===== config.mk =====
export PLATFORM = sky130hd
export DESIGN_NAME = dbg_event_collector
export DESIGN_NICKNAME = d
export VERILOG_FILES = /design/src/rtl/dbg_evt_pkg.sv /design/src/rtl/dbg_fault_unit.sv /design/src/rtl/dbg_trap_unit.sv /design/src/rtl/dbg_status_reg.sv /design/src/rtl/dbg_event_collector.sv
export SDC_FILE = /design/constraint.sdc
export NUM_CORES = 1
export LEC_CHECK = 0
export BUFFER_PORTS_ARGS = -buffer_cell sky130_fd_sc_hd__clkbuf_2
export CORE_AREA = 8 8 45 47
export CTS_CLUSTER_DIAMETER = 120
export DETAILED_ROUTE_END_ITERATION = 8
export DIE_AREA = 0 0 53 55
export HOLD_SLACK_MARGIN = 0.15
export MAX_ROUTING_LAYER = met4
export SETUP_SLACK_MARGIN = 0.4
export SYNTH_ARGS = -nofsm -noshare
export SYNTH_HDL_FRONTEND = slang
export SYNTH_SLANG_ARGS = --single-unit

===== constraint.sdc =====
create_clock -name clk -period 1.4 [get_ports clk]
set_input_delay 0.21 -clock clk [delete_from_list [all_inputs] [get_ports clk]]
set_output_delay 0.21 -clock clk [all_outputs]
set_load 0.005 [all_outputs]

===== src/rtl/dbg_evt_pkg.sv =====
package dbg_evt_pkg;

    localparam int DEF_SLOTS = 4;
    localparam int EXACT_W   = 2;

    // Non-slot cause flags recorded in the status word
    typedef struct packed {
        logic step;
        logic prot;
        logic tsw;
    } dbg_flags_t;

    // Debug request pair produced at one boundary
    typedef struct packed {
        logic fault;
        logic trap;
    } dbg_req_t;

    function automatic logic exact_on(input logic [EXACT_W-1:0] en);
        return |en;
    endfunction

endpackage


===== src/rtl/dbg_fault_unit.sv =====
module dbg_fault_unit #(
    parameter int N_SLOTS = dbg_evt_pkg::DEF_SLOTS
) (
    input  logic               bnd_i,
    input  logic [N_SLOTS-1:0] ia_hit_i,
    input  logic               restart_i,
    input  logic               dreg_access_i,
    input  logic               emu_own_i,
    output logic [N_SLOTS-1:0] ia_rec_o,
    output logic               prot_o,
    output logic               fault_o
);
    always_comb begin
        ia_rec_o = '0;
        if (bnd_i && !restart_i) ia_rec_o = ia_hit_i;
        prot_o  = bnd_i && dreg_access_i && emu_own_i;
        fault_o = (|ia_rec_o) || prot_o;
    end
endmodule


===== src/rtl/dbg_trap_unit.sv =====
module dbg_trap_unit #(
    parameter int N_SLOTS = dbg_evt_pkg::DEF_SLOTS
) (
    input  logic                             bnd_i,
    input  logic [N_SLOTS-1:0]               da_hit_i,
    input  logic [dbg_evt_pkg::EXACT_W-1:0]  exact_en_i,
    input  logic                             trace_i,
    input  logic                             task_trace_i,
    output logic [N_SLOTS-1:0]               da_rec_o,
    output logic                             step_o,
    output logic                             tsw_o,
    output logic                             trap_o
);
    logic data_cause;

    always_comb begin
        da_rec_o   = bnd_i ? da_hit_i : '0;
        data_cause = (|da_rec_o) && dbg_evt_pkg::exact_on(exact_en_i);
        step_o     = bnd_i && trace_i;
        tsw_o      = bnd_i && task_trace_i;
        trap_o     = data_cause || step_o || tsw_o;
    end
endmodule


===== src/rtl/dbg_status_reg.sv =====
module dbg_status_reg #(
    parameter int N_SLOTS = dbg_evt_pkg::DEF_SLOTS
) (
    input  logic                    clk,
    input  logic                    rst,
    input  logic                    clr_i,
    input  logic [N_SLOTS-1:0]      new_hit_i,
    input  dbg_evt_pkg::dbg_flags_t new_flags_i,
    output logic [N_SLOTS-1:0]      hit_o,
    output dbg_evt_pkg::dbg_flags_t flags_o
);
    always_ff @(posedge clk) begin
        if (rst) begin
            hit_o   <= '0;
            flags_o <= '0;
        end else begin
            hit_o   <= (clr_i ? '0 : hit_o) | new_hit_i;
            flags_o <= (clr_i ? '0 : flags_o) | new_flags_i;
        end
    end

    // no clear and no new event -> status holds
    assert_status_sticky_R9: assert property (@(posedge clk) disable iff (rst)
        (!clr_i && new_hit_i == '0 && new_flags_i == '0) |=> ($stable(hit_o) && $stable(flags_o)));

    // after a clear only the same-cycle events remain
    assert_clear_leaves_new_R9: assert property (@(posedge clk) disable iff (rst)
        clr_i |=> (hit_o == $past(new_hit_i) && flags_o == $past(new_flags_i)));
endmodule


===== src/rtl/dbg_event_collector.sv =====
module dbg_event_collector #(
    parameter int N_SLOTS = dbg_evt_pkg::DEF_SLOTS
) (
    input  logic                            clk,
    input  logic                            rst,
    input  logic                            bnd_valid_i,
    input  logic [N_SLOTS-1:0]              ia_hit_i,
    input  logic [N_SLOTS-1:0]              da_hit_i,
    input  logic [dbg_evt_pkg::EXACT_W-1:0] exact_en_i,
    input  logic                            data_busy_i,
    input  logic                            trace_i,
    input  logic                            task_trace_i,
    input  logic                            dreg_access_i,
    input  logic                            emu_own_i,
    input  logic                            restart_i,
    input  logic                            ext_irq_i,
    input  logic                            stat_clr_i,
    output logic                            fault_req_o,
    output logic                            trap_req_o,
    output logic [N_SLOTS-1:0]              stat_hit_o,
    output logic                            stat_step_o,
    output logic                            stat_prot_o,
    output logic                            stat_task_o,
    output logic                            stall_o,
    output logic                            irq_take_o
);
    import dbg_evt_pkg::*;

    logic [N_SLOTS-1:0] ia_rec, da_rec;
    logic               prot_ev, step_ev, tsw_ev;
    dbg_req_t           req_d, req_q;
    dbg_flags_t         new_flags, cur_flags;
    logic               irq_d, irq_q;

    dbg_fault_unit #(.N_SLOTS(N_SLOTS)) u_fault (
        .bnd_i         (bnd_valid_i),
        .ia_hit_i      (ia_hit_i),
        .restart_i     (restart_i),
        .dreg_access_i (dreg_access_i),
        .emu_own_i     (emu_own_i),
        .ia_rec_o      (ia_rec),
        .prot_o        (prot_ev),
        .fault_o       (req_d.fault)
    );

    dbg_trap_unit #(.N_SLOTS(N_SLOTS)) u_trap (
        .bnd_i        (bnd_valid_i),
        .da_hit_i     (da_hit_i),
        .exact_en_i   (exact_en_i),
        .trace_i      (trace_i),
        .task_trace_i (task_trace_i),
        .da_rec_o     (da_rec),
        .step_o       (step_ev),
        .tsw_o        (tsw_ev),
        .trap_o       (req_d.trap)
    );

    always_comb begin
        new_flags.step = step_ev;
        new_flags.prot = prot_ev;
        new_flags.tsw  = tsw_ev;
    end

    dbg_status_reg #(.N_SLOTS(N_SLOTS)) u_status (
        .clk         (clk),
        .rst         (rst),
        .clr_i       (stat_clr_i),
        .new_hit_i   (ia_rec | da_rec),
        .new_flags_i (new_flags),
        .hit_o       (stat_hit_o),
        .flags_o     (cur_flags)
    );

    // Debug requests win over the external interrupt at the same boundary
    assign irq_d = bnd_valid_i && ext_irq_i && !req_d.fault && !req_d.trap;

    always_ff @(posedge clk) begin
        if (rst) begin
            req_q <= '0;
            irq_q <= 1'b0;
        end else begin
            req_q <= req_d;
            irq_q <= irq_d;
        end
    end

    assign fault_req_o = req_q.fault;
    assign trap_req_o  = req_q.trap;
    assign irq_take_o  = irq_q;
    assign stat_step_o = cur_flags.step;
    assign stat_prot_o = cur_flags.prot;
    assign stat_task_o = cur_flags.tsw;
    assign stall_o     = data_busy_i && exact_on(exact_en_i);

    // requests only follow a boundary strobe
    assert_fault_after_bnd_R1: assert property (@(posedge clk) disable iff (rst)
        fault_req_o |-> $past(bnd_valid_i));
    assert_trap_after_bnd_R8: assert property (@(posedge clk) disable iff (rst)
        trap_req_o |-> $past(bnd_valid_i));

    // restart flag masks instruction-address faults
    assert_restart_masks_R2: assert property (@(posedge clk) disable iff (rst)
        (bnd_valid_i && restart_i && !(dreg_access_i && emu_own_i)) |=> !fault_req_o);

    // protected access while emulator owns registers
    assert_prot_fault_R3: assert property (@(posedge clk) disable iff (rst)
        (bnd_valid_i && dreg_access_i && emu_own_i) |=> (fault_req_o && stat_prot_o));

    // inexact data hits never request a trap on their own
    assert_inexact_no_trap_R5: assert property (@(posedge clk) disable iff (rst)
        (bnd_valid_i && exact_en_i == '0 && !trace_i && !task_trace_i) |=> !trap_req_o);

    // single step always traps and records BS-style status
    assert_step_trap_R6: assert property (@(posedge clk) disable iff (rst)
        (bnd_valid_i && trace_i) |=> (trap_req_o && stat_step_o));

    // stall only with an exact enable
    assert_stall_needs_exact_R10: assert property (@(posedge clk) disable iff (rst)
        stall_o |-> (exact_en_i != '0));

    // interrupt never taken alongside a debug request
    assert_irq_yields_R11: assert property (@(posedge clk) disable iff (rst)
        irq_take_o |-> !(fault_req_o || trap_req_o));
endmodule


Word level (Yosys, flattened, before mapping)
Cells that the tools add are included.
{ "totals": {"register_bits": 10, "latchBits": 0, "wordCells": 33, "rom_bits": 0, "inputBits": 21, "mem_count": 0, "ram_bits": 0} }
{ "classes": {"bitwise": 3, "mul": 0, "eq_ne": 0, "muxes": 4, "order_cmp": 0, "div_mod_pow": 0, "shift": 0, "n_addsub": 0, "reduce_logical": 19} }
{ "op_table": {"columns": ["op", "n"], "rows": [
  ["$mux W4", 3],
  ["$logic_and A1 B1 Y1", 10],
  ["$or A4 B4 Y4", 2],
  ["$reduce_or A4 Y1", 2],
  ["$logic_not A1 Y1", 3],
  ["$logic_or A1 B1 Y1", 3],
  ["$mux W3", 1],
  ["$or A3 B3 Y3", 1],
  ["$reduce_or A2 Y1", 1]
]} }

Depth between registers and ports, before layout
Gate-level depths: netlist (run 1).
{ "depth": {"depth_word": 8, "mapped_depth": 3, "mapped_depth_nobuf": 3} }

Modules after synthesis
From an unflattened synthesis (run 1), not the netlist that was laid out.
{ "unflattened": {"hier_cells": 58, "area_unflattened_um2": 490.5} }
{ "modules_own_cells": {"columns": ["module", "cells_per_inst", "area_each_um2", "n_inst"], "rows": [
  ["dbg_status_reg", 28, 245.2, 1],
  ["dbg_event_collector", 12, 121.4, 1],
  ["dbg_trap_unit", 10, 70.1, 1],
  ["dbg_fault_unit", 8, 53.8, 1]
]} }

Least setup slack after synthesis (run 1)
No wires, ideal clock.
{ "synth_path": {"kind": "input to register", "start": "input port da_hit_i[1]", "end": "register irq_q, in the netlist irq_take_o", "slack_ns": 0.353, "setup_time_ns": 0.061, "arrival_ns": 0.986, "path_buffers": 0, "path_stages": 3, "path_cell_list": "or4_4 o211ai_2 and4_1"} }
{ "synth_between": {"elab_chain_cells": 7} }
{ "synth_rtl": {"columns": ["item", "line", "source"], "rows": [
  ["from (decl)", "dbg_event_collector.sv:8", "input logic [N_SLOTS-1:0] da_hit_i,"],
  ["$mux W4", "dbg_trap_unit.sv:17", "da_rec_o = bnd_i ? da_hit_i : '0;"],
  ["$reduce_or A4 Y1", "dbg_trap_unit.sv:18", "data_cause = (|da_rec_o) && dbg_evt_pkg::exact_on(exact_en_i);"],
  ["$logic_and A1 B1 Y1", "dbg_trap_unit.sv:18", null],
  ["$logic_or A1 B1 Y1 (2 in a row)", "dbg_trap_unit.sv:21", "trap_o = data_cause || step_o || tsw_o;"],
  ["$logic_not A1 Y1", "dbg_event_collector.sv:75", "assign irq_d = bnd_valid_i && ext_irq_i && !req_d.fault && !req_d.trap;"],
  ["$logic_and A1 B1 Y1", "dbg_event_collector.sv:75", null],
  ["to (signal assigned)", "dbg_event_collector.sv:83", "irq_q <= irq_d;"],
  ["to (decl)", "dbg_event_collector.sv:33", "logic irq_d, irq_q;"]
]} }
No other way between the ends.
A chain may end at the register's enable or synchronous reset.

Worst setup path in the final report (run 1)
{ "layout_path": {"start": "register u_status.flags_o[1] (netlist bit)", "end": "output port stat_prot_o"} }
{ "layout_lines": {"columns": ["item", "line", "source"], "rows": [
  ["from (decl)", "dbg_status_reg.sv:10", "output dbg_evt_pkg::dbg_flags_t flags_o"],
  ["from (signal assigned)", "dbg_status_reg.sv:18", "flags_o <= (clr_i ? '0 : flags_o) | new_flags_i;"],
  ["to (decl)", "dbg_event_collector.sv:22", "output logic stat_prot_o,"]
]} }
No word-level cell between the ends.

==> results of run 1 <==
==> synthesized netlist by cell type <==
library cell	instances	area share, %
nand3b_1	1	1.8
o21ai_0	4	4.9
nand2_1	6	5.5
clkbuf_1	1	0.92
o21a_1	1	1.8
nand3_1	1	1.2
nor2_1	2	1.8
nor4_1	1	1.5
o211ai_2	1	3.1
o21ai_1	1	1.2
a22oi_1	2	3.7
buf_1	1	0.92
a21oi_1	7	8.6
or4_1	1	1.8
dfxtp_1	10	49
or4_4	1	2.8
nor2b_1	4	6.1
and4_1	1	2.1
inv_1	1	0.92
==> logic make-up after synthesis <==
group	after synthesis
DFF	10
AOI/OAI and AO/OA	16
and+or+nand+nor	18
buffers and inverters	3
==> sequential cells by signal, summed over array words and instances, names as in the netlist <==
signal,cells
fault_req_o,1
u_status.hit_o,4
u_status.flags_o,3
trap_req_o,1
irq_take_o,1
==> metrics by stage <==
stage	instance area, µm²	total power, µW	utilization [%]	setup slack [ns]	cells
6_report	612	664	44.2	0.460	96
3_3_place_gp	576	409	41.6	0.256	92
2_1_floorplan	408	352	-	0.359	47
3_5_place_dp	576	411	41.6	0.221	92
4_1_cts	612	671	44.2	0.458	96
5_1_grt	612	697	44.2	0.410	96
==> layout make-up <==
cell class              count  area (µm²)  share of cell area (%)
clock buffers               4        36.3                    5.93
multi-input cells          34         196                    32.1
repair buffers             31         155                    25.4
well taps                  16        20.0                    3.27
inverters                   1        3.75                   0.613
flip-flops and latches     10         200                    32.7
==> power by group through the flow <==
stage	Combinational, µW	Sequential [µW]	Clock [µW]
floorplan	37.1	315	0
global placement	95.9	313	0
detailed placement	97.7	313	0
CTS	98.2	307	266
global route	109	309	279
finish	96.4	307	261
==> metal layers <==
metal	up-vias	wire [µm]
met1	212	457
met2	16	696
li1	234	-
met5	-	0
met3	2	113
met4	0	26
==> path summary, 6_finish.rpt <==
check / startpoint / endpoint / cells after the start
worst max-delay path: u_status.flags_o[1] / stat_prot_o / 1
worst min-delay path: task_trace_i / u_status.flags_o[0] / 3
worst max register to register: u_status.flags_o[0] / u_status.flags_o[0] / 2
worst min register to register: u_status.hit_o[1] / u_status.hit_o[1] / 2
==> out/qor.csv, run 1 <==
stage;metric;value;unit
clock_network;clock root cell;clkbuf_4;
sta;WHS;0.206;ns
sta;max-slew violations;0;
sta;unrepaired setup endpoints after global routing;no;
min_path;worst hold path class;in -> reg;
routing;final WL;1290;µm
synthesis;simple logic cell fraction of the synthesized area;24.8;%
placed_design;hpwl dp;1080;µm
final_layout;Final nets;102;
sta;worst slew pin tran;0.226;ns
grt;grt met1 use;9.06;%
run_status;status;complete, no violations;
clock_network;Clk pin slew, worst setup/hold paths;0.07;ns
synthesis;Syn Area/Cell;8.68;µm²
sta;setup violators final;0;
synthesis;multiplexer area fraction after synthesis;0;%
power_and_ir_drop;Net Sw Frac;23.6;%
synthesis;Yosys warnings;0;
critical_path;Crit. End Element;primary output;
final_layout;Fillers;160;
floorplan;die area;2920;µm²
sta;fin crit period;0.940;ns
critical_path;crit path buf inv count;1;
synthesis;Cell Area, Synth;408;µm²
synthesis;Seq/Total Area, Yosys;49.1;%
synthesis;Seq cells post-synth;10;
final_layout;Synth-to-Final Area Change;50.0;%
placed_design;PortBufs;31;
critical_path;crit-path cells;clkbuf_2;
power_and_ir_drop;Combinational Power Share;14.5;%
clock_network;Sinks on Clock Net;10;
routing;number of nets with antenna violations after routing;0;
grt;GR peak layer;met2;
clock_network;Max clock buf depth;2;
synthesis;main combinational cell family by area after synthesis;simple AND/OR/NAND/NOR gates;
placed_design;Placer Congestion;0.783;
routing;DRC Markers;0;
critical_path;flop2flop setup slack;0.76;ns
grt;initial antenna violation count;0;
routing;vias per cell;4.83;
sta;Worst Skew;0;ns
grt;GRT Overall Usage;9.50;%
routing;WL per Instance;13.5;µm
clock_network;post-CTS resize count;0;
final_layout;most common cell after layout, fill and taps aside;clkbuf_2;
sta;Final Hold Viols;0;
sta;period utilization;67.1;%
sta;FMAX;1060;MHz
final_layout;most frequent cells in the layout;clkbuf_2 (31), dfxtp_1 (10), a21oi_1 (7);
grt;met2 Use GR;15.6;%
floorplan;# rows;14;
grt;GRT met3 Usage;4.55;%
critical_path;delay-heaviest family, CP;flip-flops;
routing;total vias in the final route;464;
critical_path;crit path launch type;register;
grt;overflow left after global routing;0;
floorplan;I/O pins;32;
synthesis;area share of fa/ha/maj cells after synthesis;0;%
final_layout;layout cells sized above 1;46.3;%
clock_network;cts bufs inserted;3;
clock_network;CTS hold repair buffers;0;
synthesis;syn_nets;68;
sta;setup TNS;0;ns
grt;vias in the first global route;484;
floorplan;die extent in y;55;µm
power_and_ir_drop;Leak Pwr;0.000296;µW
clock_network;Clk Latency, worst-skew pair;0.27;ns
final_layout;Diodes inserted;0;
run;max-cap check violation count;0;
floorplan;Starting Density;29.5;%
power_and_ir_drop;clock group share of total power;39.3;%
grt;pin count of the biggest net entering global routing;12;
synthesis;Compound-Gate Fraction of Synth Area;23.3;%
routing;drt pass-1 iters;3;
power_and_ir_drop;Sequential Power Share;46.2;%
synthesis;Cells after Synth;47;
power_and_ir_drop;Cell Int Power;507;µW
grt;first-pass GRT wire length;1990;µm
power_and_ir_drop;power per cell area;1090;nW/µm²
critical_path;Worst Path Required;1.19;ns
critical_path;Arr. time, crit path;0.73;ns
floorplan;Core Footprint;1380;µm²
power_and_ir_drop;NetSw;157;µW
critical_path;Crit path largest cell delay;0.34;ns
clock_network;TritonCTS clock tree;yes;
critical_path;critical setup path kind;reg -> out;
clock_network;H-tree Lvls;1;
synthesis;count of different cell masters after synthesis;19;
sta;relative slew slack;84.8;%
critical_path;Critical Path Slowest Stage Cell;dfxtp_1;
floorplan;DIE WIDTH;53;µm
clock_network;Setup Fix Bufs, Post-CTS;0;
power_and_ir_drop;worst vdd ir;0.629;mV
critical_path;crit-path max FO;2;
synthesis;xor and xnor fraction of the mapped netlist area;0;%
routing;Initial DRC Count;3;
No activity file was read; power rests on OpenSTA's default activity.
==> inputs of run 2 (changes only) <==
Clock period 1.4 ns to 1 ns, I/O delays scaled along.
==> out/qor.csv, run 2 (synthesis gave the netlist of run 1 again) <==
stage;metric;value;unit;change
run_status;status;complete, no violations;;unchanged
routing;met3 WL;113;µm;unchanged
routing;Top Metal Used;met4;;unchanged
clock_network;Max clock buf depth;2;;unchanged
placed_design;PortBufs;31;;unchanged
min_path;worst hold path class;in -> reg;;unchanged
critical_path;RR Startpoint;u_status.flags_o[2];;was u_status.flags_o[0]
routing;number of nets with antenna violations after routing;0;;unchanged
final_layout;Multi-input gate area;225;µm²;was 196 µm²
critical_path;critical setup path kind;reg -> out;;unchanged
critical_path;Crit. End Element;primary output;;unchanged
routing;Initial DRC Count;7;;was 3
routing;DR WL met2;731;µm;was 696 µm
sta;setup TNS;0;ns;unchanged
sta;fin crit period;0.859;ns;
clock_network;TritonCTS clock tree;yes;;unchanged
power_and_ir_drop;Leak Pwr;0.000330;µW;was 0.000296 µW
critical_path;Worst Path Required;0.85;ns;was 1.19 ns
sta;Final Hold Viols;0;;unchanged
min_path;hold wc startpoint;task_trace_i;;unchanged
final_layout;most common cell after layout, fill and taps aside;clkbuf_2;;unchanged
power_and_ir_drop;worst vdd ir;0.890;mV;was 0.629 mV
placed_design;placed insts;94;;was 92
final_layout;biggest regs;u_status.hit_o (4), u_status.flags_o (3);;unchanged
floorplan;Starting Density;29.5;%;unchanged
final_layout;max reg flops;4;;unchanged
sta;max-slew violations;0;;unchanged
sta;relative slew slack;82.3;%;was 84.8%
final_layout;Synth-to-Final Area Change;73.0;%;was 50.0%
routing;DRC Markers;0;;unchanged
critical_path;Critical Path Slowest Stage Cell;dfxtp_2;;was dfxtp_1
grt;overflow left after global routing;0;;unchanged
critical_path;reg2reg end;u_status.flags_o[2];;was u_status.flags_o[0]
clock_network;clock root cell;clkbuf_4;;unchanged
clock_network;cts bufs inserted;3;;unchanged
critical_path;Crit path largest cell delay;0.35;ns;was 0.34 ns
final_layout;Design Area, Final;706;µm²;was 612 µm²
sta;FMAX;1160;MHz;
critical_path;crit path buf inv count;1;;unchanged
placed_design;Placer Congestion;0.728;;was 0.783
floorplan;I/O pins;32;;unchanged
power_and_ir_drop;power per cell area;1250;nW/µm²;was 1090 nW/µm²
final_layout;layout cells sized above 1;67.9;%;was 46.3%
floorplan;Core Footprint;1380;µm²;unchanged
clock_network;Clk pin slew, worst setup/hold paths;0.06;ns;was 0.07 ns
clock_network;H-tree Lvls;1;;unchanged
critical_path;Register-to-Register Path Depth;3;;was 2
grt;GRT Overall Usage;9.95;%;was 9.50%
sta;worst slew pin tran;0.263;ns;was 0.226 ns
sta;period utilization;85.9;%;
final_layout;Final nets;107;;was 102
grt;vias in the first global route;515;;was 484
floorplan;DIE WIDTH;53;µm;unchanged
critical_path;delay-heaviest family, CP;flip-flops;;unchanged
grt;first-pass GRT wire length;2040;µm;was 1990 µm
floorplan;die extent in y;55;µm;unchanged
routing;total vias in the final route;488;;was 464
min_path;hold depth;3;;unchanged
routing;WL per Instance;14.1;µm;was 13.5 µm
final_layout;most frequent cells in the layout;clkbuf_2 (25), dfxtp_2 (8), buf_6 (5), buf_4 (5);;was clkbuf_2 (31), dfxtp_1 (10), a21oi_1 (7)
clock_network;Sinks on Clock Net;10;;unchanged
final_layout;Diodes inserted;0;;unchanged
routing;met1 wire length;545;µm;was 457 µm
critical_path;flop2flop setup slack;0.30;ns;was 0.76 ns
grt;initial antenna violation count;0;;unchanged
critical_path;crit-path max FO;2;;unchanged
critical_path;crit-path cells;buf_6;;was clkbuf_2
sta;unrepaired setup endpoints after global routing;yes;;was no
grt;pin count of the biggest net entering global routing;10;;was 12
sta;setup violators final;0;;unchanged
sta;Worst Skew;0;ns;unchanged
final_layout;Final Non-Filler Cells;100;;was 96
floorplan;die area;2920;µm²;unchanged
min_path;Worst Hold End;u_status.flags_o[0];;unchanged
clock_network;Clk Latency, worst-skew pair;0.26;ns;was 0.27 ns
sta;WHS;0.156;ns;was 0.206 ns
routing;drt pass-1 iters;4;;was 3
routing;final WL;1410;µm;was 1290 µm
final_layout;Reg area;210;µm²;was 200 µm²
final_layout;Fillers;145;;was 160
routing;vias per cell;4.88;;was 4.83
placed_design;Placed Area;596;µm²;was 576 µm²
critical_path;Arr. time, crit path;0.71;ns;was 0.73 ns
final_layout;largest reg by FF count;u_status.hit_o;;unchanged
critical_path;crit path launch type;register;;unchanged
floorplan;# rows;14;;unchanged
run;max-cap check violation count;0;;unchanged
-- run 2: worst max path at each step --
stage,to,start,cells after the start,slack (ns)
floorplan,irq_take_o,ia_hit_i[1],3,0.02
global placement,irq_take_o,ia_hit_i[1],4,-0.09
detailed placement,irq_take_o,ia_hit_i[1],4,-0.13
CTS,stat_hit_o[1],u_status.hit_o[1],1,0.14
global route,stat_prot_o,u_status.flags_o[1],1,0.11
finish,stat_hit_o[0],u_status.hit_o[0],1,0.14
-- run 2: where the power goes --
group          switching (µW)  leakage, µW  internal [µW]
logic                    76.8     0.000231           98.8
clock network             131    0.0000138            139
registers                11.7    0.0000853            424
total                     220     0.000330            662
-- run 2: per-layer routing --
metal,up-vias,GRT usage [%]
met5,-,-
li1,244,-
met2,17,16.2
met1,225,9.37
met3,2,6.15
met4,0,3.88
-- run 2: area by class of cell --
cell class,instances,area share [%]
repair buffers,36,31.7
inverters,1,0.532
clock buffers,3,3.19
well taps,16,2.84
flip-flops and latches,10,29.8
multi-input cells,34,31.9
-- run 2: timing repair --
action	in CTS	in global routing
pin swaps	4	4
hold buffers	0	0
hold endpoints to repair	0	0
buffers inserted	2	1
setup endpoints to repair	15	19
resized for setup	7	18
-- run 2: worst min-delay path: cells and delay by family --
kind	cells	cell delay, ns
buffers and inverters	1	0.10
AND/OR/NAND/NOR	1	0.07
AO/OA/AOI/OAI	1	0.06
-- run 2: stage by stage --
| step | utilization [%] | power [µW] | setup slack (ns) |
|---|---|---|---|
| 2_1_floorplan | - | 499 | 0.0204 |
| 3_3_place_gp | 43.0 | 583 | -0.0893 |
| 3_5_place_dp | 43.0 | 583 | -0.129 |
| 4_1_cts | 46.4 | 864 | 0.141 |
| 5_1_grt | 51.0 | 940 | 0.112 |
| 6_report | 51.0 | 882 | 0.141 |
